--- config.mk ---
export PLATFORM = sky130hd
export DESIGN_NAME = die_id_reader
export DESIGN_NICKNAME = d
export VERILOG_FILES = /design/src/rtl/die_id_pkg.sv /design/src/rtl/die_id_seq.sv /design/src/rtl/die_id_deser.sv /design/src/rtl/die_id_hold.sv /design/src/rtl/die_id_reader.sv
export SDC_FILE = /design/constraint.sdc
export NUM_CORES = 1
export LEC_CHECK = 0
export ABC_AREA = 1
export ABC_CLOCK_PERIOD_IN_PS = 1480
export CAP_MARGIN = 20
export CORE_MARGIN = 2
export CORE_UTILIZATION = 46
export CTS_BUF_LIST = sky130_fd_sc_hd__clkbuf_4 sky130_fd_sc_hd__clkbuf_8 sky130_fd_sc_hd__clkbuf_16
export DETAILED_ROUTE_END_ITERATION = 10
export GPL_ROUTABILITY_DRIVEN = 0
export PLACE_DENSITY = 0.69
export RECOVER_POWER = 50
export REMOVE_ABC_BUFFERS = 1
export SETUP_SLACK_MARGIN = 0.1
export SLEW_MARGIN = 30
export SYNTH_ARGS = -nofsm -noshare
export SYNTH_HDL_FRONTEND = slang
export SYNTH_SLANG_ARGS = --single-unit
export TNS_END_PERCENT = 20
--- constraint.sdc ---
create_clock -name clk_i -period 1.48 [get_ports clk_i]
set_input_delay 0.296 -clock clk_i [delete_from_list [all_inputs] [get_ports clk_i]]
set_output_delay 0.296 -clock clk_i [all_outputs]
set_load 0.05 [all_outputs]
--- src/rtl/die_id_pkg.sv ---
// Package: shared types for the die identifier reader.
// Assumes nothing beyond IEEE 1800-2017 enum support.
package die_id_pkg;

    // Read sequencer states, in the order they are visited.
    typedef enum logic [2:0] {
        ST_LOAD   = 3'd0,
        ST_SHIFT  = 3'd1,
        ST_SETTLE = 3'd2,
        ST_COMMIT = 3'd3,
        ST_DONE   = 3'd4
    } rd_state_t;

endpackage

--- src/rtl/die_id_seq.sv ---
// Module: die_id_seq
// Sequences one identifier read: one load cycle, ID_W shift cycles,
// SETTLE_CYC-1 settle cycles and one commit cycle, then parks in DONE.
// Assumes SETTLE_CYC >= 2 and a synchronous active-low reset.
module die_id_seq
    import die_id_pkg::*;
#(
    parameter int ID_W       = 64,
    parameter int SETTLE_CYC = 2
) (
    input  logic clk_i,
    input  logic rst_n,
    output logic shift_en,
    output logic commit,
    output logic running
);
    localparam int CNT_W     = $clog2(ID_W + SETTLE_CYC + 1);
    localparam int SHIFT_END = ID_W - 1;
    localparam int SETL_END  = (SETTLE_CYC >= 2) ? SETTLE_CYC - 2 : 0;

    rd_state_t        state_q;
    rd_state_t        state_d;
    logic [CNT_W-1:0] cnt_q;
    logic [CNT_W-1:0] cnt_d;

    // Next-state and counter logic for the read sequence.
    always_comb begin
        state_d = state_q;
        cnt_d   = cnt_q;
        unique case (state_q)
            ST_LOAD: begin
                state_d = ST_SHIFT;
                cnt_d   = '0;
            end
            ST_SHIFT: begin
                if (cnt_q == CNT_W'(SHIFT_END)) begin
                    state_d = ST_SETTLE;
                    cnt_d   = '0;
                end else begin
                    cnt_d = cnt_q + 1'b1;
                end
            end
            ST_SETTLE: begin
                if (cnt_q == CNT_W'(SETL_END)) begin
                    state_d = ST_COMMIT;
                    cnt_d   = '0;
                end else begin
                    cnt_d = cnt_q + 1'b1;
                end
            end
            ST_COMMIT: state_d = ST_DONE;
            ST_DONE:   state_d = ST_DONE;
            default:   state_d = ST_LOAD;
        endcase
    end

    // State and counter registers, cleared by reset.
    always_ff @(posedge clk_i) begin
        if (!rst_n) begin
            state_q <= ST_LOAD;
            cnt_q   <= '0;
        end else begin
            state_q <= state_d;
            cnt_q   <= cnt_d;
        end
    end

    // Decoded controls for the datapath and the serial interface.
    always_comb begin
        shift_en = (state_q == ST_SHIFT);
        commit   = (state_q == ST_COMMIT);
        running  = (state_q != ST_DONE);
    end

endmodule

--- src/rtl/die_id_deser.sv ---
// Module: die_id_deser
// Deserialiser: captures one serial bit per enabled cycle, LSB first,
// so that the first bit ends in bit 0 after ID_W captures.
// Assumes the serial bit is stable around the rising edge of clk_i.
module die_id_deser #(
    parameter int ID_W = 64
) (
    input  logic            clk_i,
    input  logic            rst_n,
    input  logic            cap_en,
    input  logic            sdata,
    output logic [ID_W-1:0] shreg
);
    // Shift new bits in at the top so earlier bits move toward bit 0.
    always_ff @(posedge clk_i) begin
        if (!rst_n) begin
            shreg <= '0;
        end else if (cap_en) begin
            shreg <= {sdata, shreg[ID_W-1:1]};
        end
    end

endmodule

--- src/rtl/die_id_hold.sv ---
// Module: die_id_hold
// Output holding register: copies the deserialised word in one edge on
// commit and raises the ready flag at that same edge; holds until reset.
// Assumes commit pulses once per read.
module die_id_hold #(
    parameter int ID_W = 64
) (
    input  logic            clk_i,
    input  logic            rst_n,
    input  logic            commit,
    input  logic [ID_W-1:0] shreg,
    output logic [ID_W-1:0] word_q,
    output logic            ready_q
);
    // Single-step publish of the complete word with its ready flag.
    always_ff @(posedge clk_i) begin
        if (!rst_n) begin
            word_q  <= '0;
            ready_q <= 1'b0;
        end else if (commit && !ready_q) begin
            word_q  <= shreg;
            ready_q <= 1'b1;
        end
    end

endmodule

--- src/rtl/die_id_reader.sv ---
// Module: die_id_reader (top)
// Reads the per-die identifier from a serial ring register once after
// reset and holds it. The serial clock is clk_i gated off after the read.
// Assumes the ring register loads on a serial clock edge with the shift
// control low and rotates toward its output with it high.
module die_id_reader #(
    parameter int ID_W       = 64,
    parameter int SETTLE_CYC = 2
) (
    input  logic            clk_i,
    input  logic            rst_n,
    input  logic            id_sdata,
    output logic            id_sclk,
    output logic            id_shift,
    output logic [ID_W-1:0] id_word,
    output logic            id_ready
);
    logic            shift_en;
    logic            commit;
    logic            running;
    logic [ID_W-1:0] shreg;

    die_id_seq #(.ID_W(ID_W), .SETTLE_CYC(SETTLE_CYC)) u_seq (
        .clk_i    (clk_i),
        .rst_n    (rst_n),
        .shift_en (shift_en),
        .commit   (commit),
        .running  (running)
    );

    die_id_deser #(.ID_W(ID_W)) u_deser (
        .clk_i  (clk_i),
        .rst_n  (rst_n),
        .cap_en (shift_en),
        .sdata  (id_sdata),
        .shreg  (shreg)
    );

    die_id_hold #(.ID_W(ID_W)) u_hold (
        .clk_i   (clk_i),
        .rst_n   (rst_n),
        .commit  (commit),
        .shreg   (shreg),
        .word_q  (id_word),
        .ready_q (id_ready)
    );

    // Serial interface drive: gated clock and shift/load control.
    always_comb begin
        id_sclk  = clk_i & running;
        id_shift = shift_en;
    end

endmodule

Word level (Yosys, flattened, before mapping)
Cells that the tools add are included.

Output and inout bits: 67. Register bits: 139. Word-level logic and storage cells: 28. Bits of input ports: 3.

Bitwise gates (word level): 1. Add/subtract/negate cells: 1. Reduce and logical (&&, ||, !) cells: 7. Equal/unequal tests: 8. Multiplexer cells: 6.

Operators with widths (count): $pmux W7 S3 (1); $mux W7 (2); $pmux W3 S4 (1); $add A7 B1 Y7 const B (1); $eq A7 B6 Y1 const B (1); $logic_not A7 Y1 (1); $eq A3 B2 Y1 const B (2); $mux W3 (2); $ne A2 B1 Y1 const B (2); $eq A3 B1 Y1 const B (1); $eq A3 B3 Y1 const B (1); $logic_not A3 Y1 (1); $ne A3 B3 Y1 const B (1); $reduce_bool A3 Y1 (1); $reduce_and A2 Y1 (1); $reduce_or A2 Y1 (1); $and A1 B1 Y1 (1); $logic_and A1 B1 Y1 (1); $logic_not A1 Y1 (1).

Logic depth before layout (Yosys ltp)
Gate-level depths: netlist of the first run.

Depth after elaboration: 3. Depth in mapped cells: 11. Gate-level depth less buffers: 11.

Modules after synthesis
From an unflattened synthesis of the first run, not the netlist that was laid out.

Cells, all modules: 919. Area, all modules: 6170.9 um^2.

By module, submodules not included: die_id_hold (seq. area each 1301.2 um^2, cells each 415, area an instance 2864.0 um^2, instances 1); die_id_deser (seq. area each 1281.2 um^2, cells each 405, area an instance 2670.1 um^2, instances 1); die_id_seq (seq. area each 200.2 um^2, cells each 97, area an instance 629.4 um^2, instances 1); die_id_reader (seq. area each 0.0 um^2, cells each 2, area an instance 7.5 um^2, instances 1).

==> summary.txt, run 1 <==
Setup path
  – Cells on worst reg2reg path: 11
  – Crit path buf inv count: 3
  – Reg-to-reg endpoint: u_hold.word_q[39]
  – Maximum fanout encountered on the critical timing path: 3
  – Data required time of the worst path: 1.18 ns
  – Slowest-stage cell, CP: sky130_fd_sc_hd__dfxtp_1
  – Crit Path Class: register to primary output
  – CP endpoint kind: primary output
  – Flop-to-flop setup slack: -0.17 ns
  – Maximum cell stage delay along the critical path: 0.33 ns
  – R2R Path Start: u_seq.state_q[2]
  – CP delay by family, top: buffers and inverters
  – Data arrival time of the critical path: roughly 1.4 ns
  – Cells along the critical path: buf_4, nand3_4, clkinv_4, buf_12
  – Type of element launching the critical path: register

Detailed routing
  – Starting DRC count in detailed routing: 340
  – Vias after detailed routing: between 4,000 and 5,000
  – Post-detailed-route via-to-cell ratio: 5.405
  – DRC viols: 0
  – Mean routed wirelength per cell: ~18 um
  – WL final: 15,220 um
  – Number of routed nets with antenna violations: 0
  – Drt pass-1 iters: 5

Hold path
  – Number of cells on the worst hold path: 4
  – Min-Delay Endpoint: u_hold.word_q[63]
  – Class of the tightest hold or removal check: input pin to register
  – Startpoint of the most critical hold path: rst_n

Yosys
  – Mean instance size in the synthesized netlist: 8.006 um^2
  – Total of warnings raised by yosys: 0
  – Post-synthesis sequential element count: between 100 and 150
  – Library cells used by synthesis: 20
  – Number of instances in the synthesized netlist: 614
  – Proportion of synthesized chip area in sequential cells: 56.60%
  – Total standard cell area after synthesis: about 5000 um^2

GRT
  – Total global routing overflow: 0
  – Global-route wire length before repair: just under 20,000 um
  – Pin count of the biggest net entering global routing: 56
  – All-layer global routing usage: 21.62%
  – Initial antenna violation count: 0
  – Number of global-route vias before repair: 4,086

Power and ir drop
  – Peak supply drop: 0.001090 V
  – Power per cell area: 1340 nW/um^2
  – Leakage component of the power: 0.003212 uW
  – Reported net switching power: 3317 uW
  – Logic gate share of total power: 19.4%
  – Clk pwr share: 41.6%
  – Total power: 10,830 uW
  – Sw frac: a little under a third
  – Internal power contribution: 7516 uW
  – Fraction of power consumed by sequential logic: 39.0%

Die
  – Initial cell density of the core: a little under half
  – Die extent in y: 107.4 um
  – Die span in x: about 110 um
  – Core area: 10,370 um^2
  – Top Ports: 70
  – Die area: 11,530 um^2
  – Total number of placement rows: 37

Final layout
  – End-of-flow core utilization: 77.96%
  – Layout area overhead: 64.44%
  – Highest-count cells in the layout ignoring fill and taps: sky130_fd_sc_hd__a21oi_1 (84), sky130_fd_sc_hd__dfxtp_1 (80), sky130_fd_sc_hd__nand2_1 (79)
  – Most common cell after layout, fill and taps aside: sky130_fd_sc_hd__a21oi_1
  – Number of inserted filler cells in the final layout: 629
  – Multi-input gate area: 2092 um^2
  – Layout cell share with drive strength beyond 1: 39.73%
  – Area taken by flip-flops and latches: around 2900 um^2
  – Fin nets: slightly above 700
  – Antenna diode instance count: 0
  – Post-route non-filler standard cell count: 866

Run
  – Max-cap violations: 0

Timing
  – Maximum frequency from static timing analysis: about 580 MHz
  – Final-report hold violation count: 0
  – Tmin final: 1.735 ns
  – Minimum hold slack: 0.1482 ns
  – Relative slew slack: roughly two thirds
  – Slew @ Worst Pin: approximately 0.49 ns
  – Finish-stage setup viols: 69
  – Setup ws final: -0.2554 ns
  – Setup repair after global routing missed its margin: yes
  – Max-slew violation count: 0
  – Worst clock skew: roughly 0.011 ns
  – Portion of the clock cycle consumed by the worst path in the final layout: 117.3%

Place
  – Post-placement cell count: 798
  – DP Wirelength: 6676 um
  – PortBufs: just under 70

Clock network
  – Number of buffers inserted by hold repair at cts: 0
  – Clock-pin slew of the registers on the worst-case setup and hold paths: around 0.070 ns
  – Clock latency on the worst-skew pair: 0.62 ns
  – TritonCTS clock tree: done

Run status
  – Result of the run: complete, but fails checks
  – Violations in the final reports: negative setup slack
## kinds of logic after synthesis
| kind of cell | Yosys count | synth area share [%] |
|---|---|---|
| XOR/XNOR | 2 | 0.3564 |
| buffers and inverters | 92 | 7.661 |
| flip-flops | 139 | 56.60 |
| adder cells (fa/ha/maj) | 2 | 0.5090 |
| AND/OR/NAND/NOR | 179 | 14.46 |
| AO/OA/AOI/OAI | 200 | 20.41 |
## worst max path at each step
stage / from / end / cells past startpoint
final: u_seq.state_q[0] / id_shift / 4
after global placement: clk_i / id_sclk / 2
after CTS: u_seq.state_q[2] / id_shift / 5
after detailed placement: clk_i / id_sclk / 2
after floorplan: u_seq.state_q[0] / u_seq.cnt_q[2] / 8
after global routing: u_seq.state_q[2] / id_shift / 5
## Yosys cell counts, drive strengths merged
| library cell | number | share of area [%] |
|---|---|---|
| and2 | 1 | 0.13 |
| ha | 2 | 0.51 |
| inv | 51 | 3.9 |
| nor2 | 77 | 6.0 |
| nor3 | 1 | 0.10 |
| a21oi | 101 | 10 |
| clkbuf | 18 | 1.4 |
| or2 | 1 | 0.13 |
| o211ai | 1 | 0.15 |
| dfxtp | 139 | 57 |
| nand3 | 12 | 1.4 |
| buf | 23 | 2.4 |
| o21ai | 98 | 10 |
| nand2 | 87 | 6.6 |
| xor2 | 2 | 0.36 |
## what timing repair did
action,in CTS,in global routing
pin swaps,2,15
cloned,5,11
endpoints found under the setup margin,122,185
buffers inserted,7,10
gates resized for setup,62,173
## state kept, by name, summed over array words and instances, names as in the netlist
signal          cells
u_deser.shreg      64
u_hold.ready_q      1
u_hold.word_q      64
u_seq.cnt_q         7
u_seq.state_q       3
## power groups by stage
stage               combinational (uW)  sequential, uW  clock, uW
floorplan                          516            4570        123
global placement                  1610            4260        174
detailed placement                1640            4270        174
CTS                               1760            4200       4470
global route                      2220            4250       4690
finish                            2100            4230       4510
## routing by layer
metal	share of wire (%)	routed length (um)	up-vias	track usage [%]
li1	-	-	2209	-
met3	6.6	1003	50	6.235
met1	39	6006	2217	25.83
met4	3.1	473	0	9.158
met5	0	0	-	0
met2	51	7738	205	36.35
## cell type report
type | instances | area share, %
inverters | 51 | 2.554
well taps | 136 | 2.105
flip-flops and latches | 139 | 35.64
clock buffers | 23 | 6.036
repair buffers | 121 | 26.17
clock inverters | 13 | 1.610
multi-input cells | 383 | 25.88
## metrics by stage
stage / setup slack (ns) / TNS [ns] / area, um^2
floorplan: -1.257 / -100.50 / 4731
global placement: -0.3695 / -0.3695 / 6442
detailed placement: -0.3695 / -0.6142 / 6442
CTS: -0.2353 / -1.480 / 7332
global route: -0.2915 / -10.11 / 8084
finish: -0.2554 / -5.456 / 8084
## worst register-to-register path: stages, from the launching register on
cell                      delay [ns]
sky130_fd_sc_hd__dfxtp_2        0.33
sky130_fd_sc_hd__buf_6          0.12
sky130_fd_sc_hd__inv_4          0.06
sky130_fd_sc_hd__buf_4          0.10
sky130_fd_sc_hd__buf_6          0.09
sky130_fd_sc_hd__nand3_4        0.07
sky130_fd_sc_hd__nor2_4         0.17
sky130_fd_sc_hd__buf_12         0.17
sky130_fd_sc_hd__buf_12         0.15
sky130_fd_sc_hd__buf_16         0.13
sky130_fd_sc_hd__o21ai_0        0.09
sky130_fd_sc_hd__nor2_1         0.12
(Power assumes the default switching activity.)
==> inputs of run 2 (changes only) <==
--- a/config.mk
+++ b/config.mk
@@ -6,7 +6,6 @@
 export NUM_CORES = 1
 export LEC_CHECK = 0
 export ABC_AREA = 1
-export ABC_CLOCK_PERIOD_IN_PS = 1480
 export CAP_MARGIN = 20
 export CORE_MARGIN = 2
 export CORE_UTILIZATION = 46
==> results of run 2 <==
Final layout, timing and power as in run 1 (identical DEF).
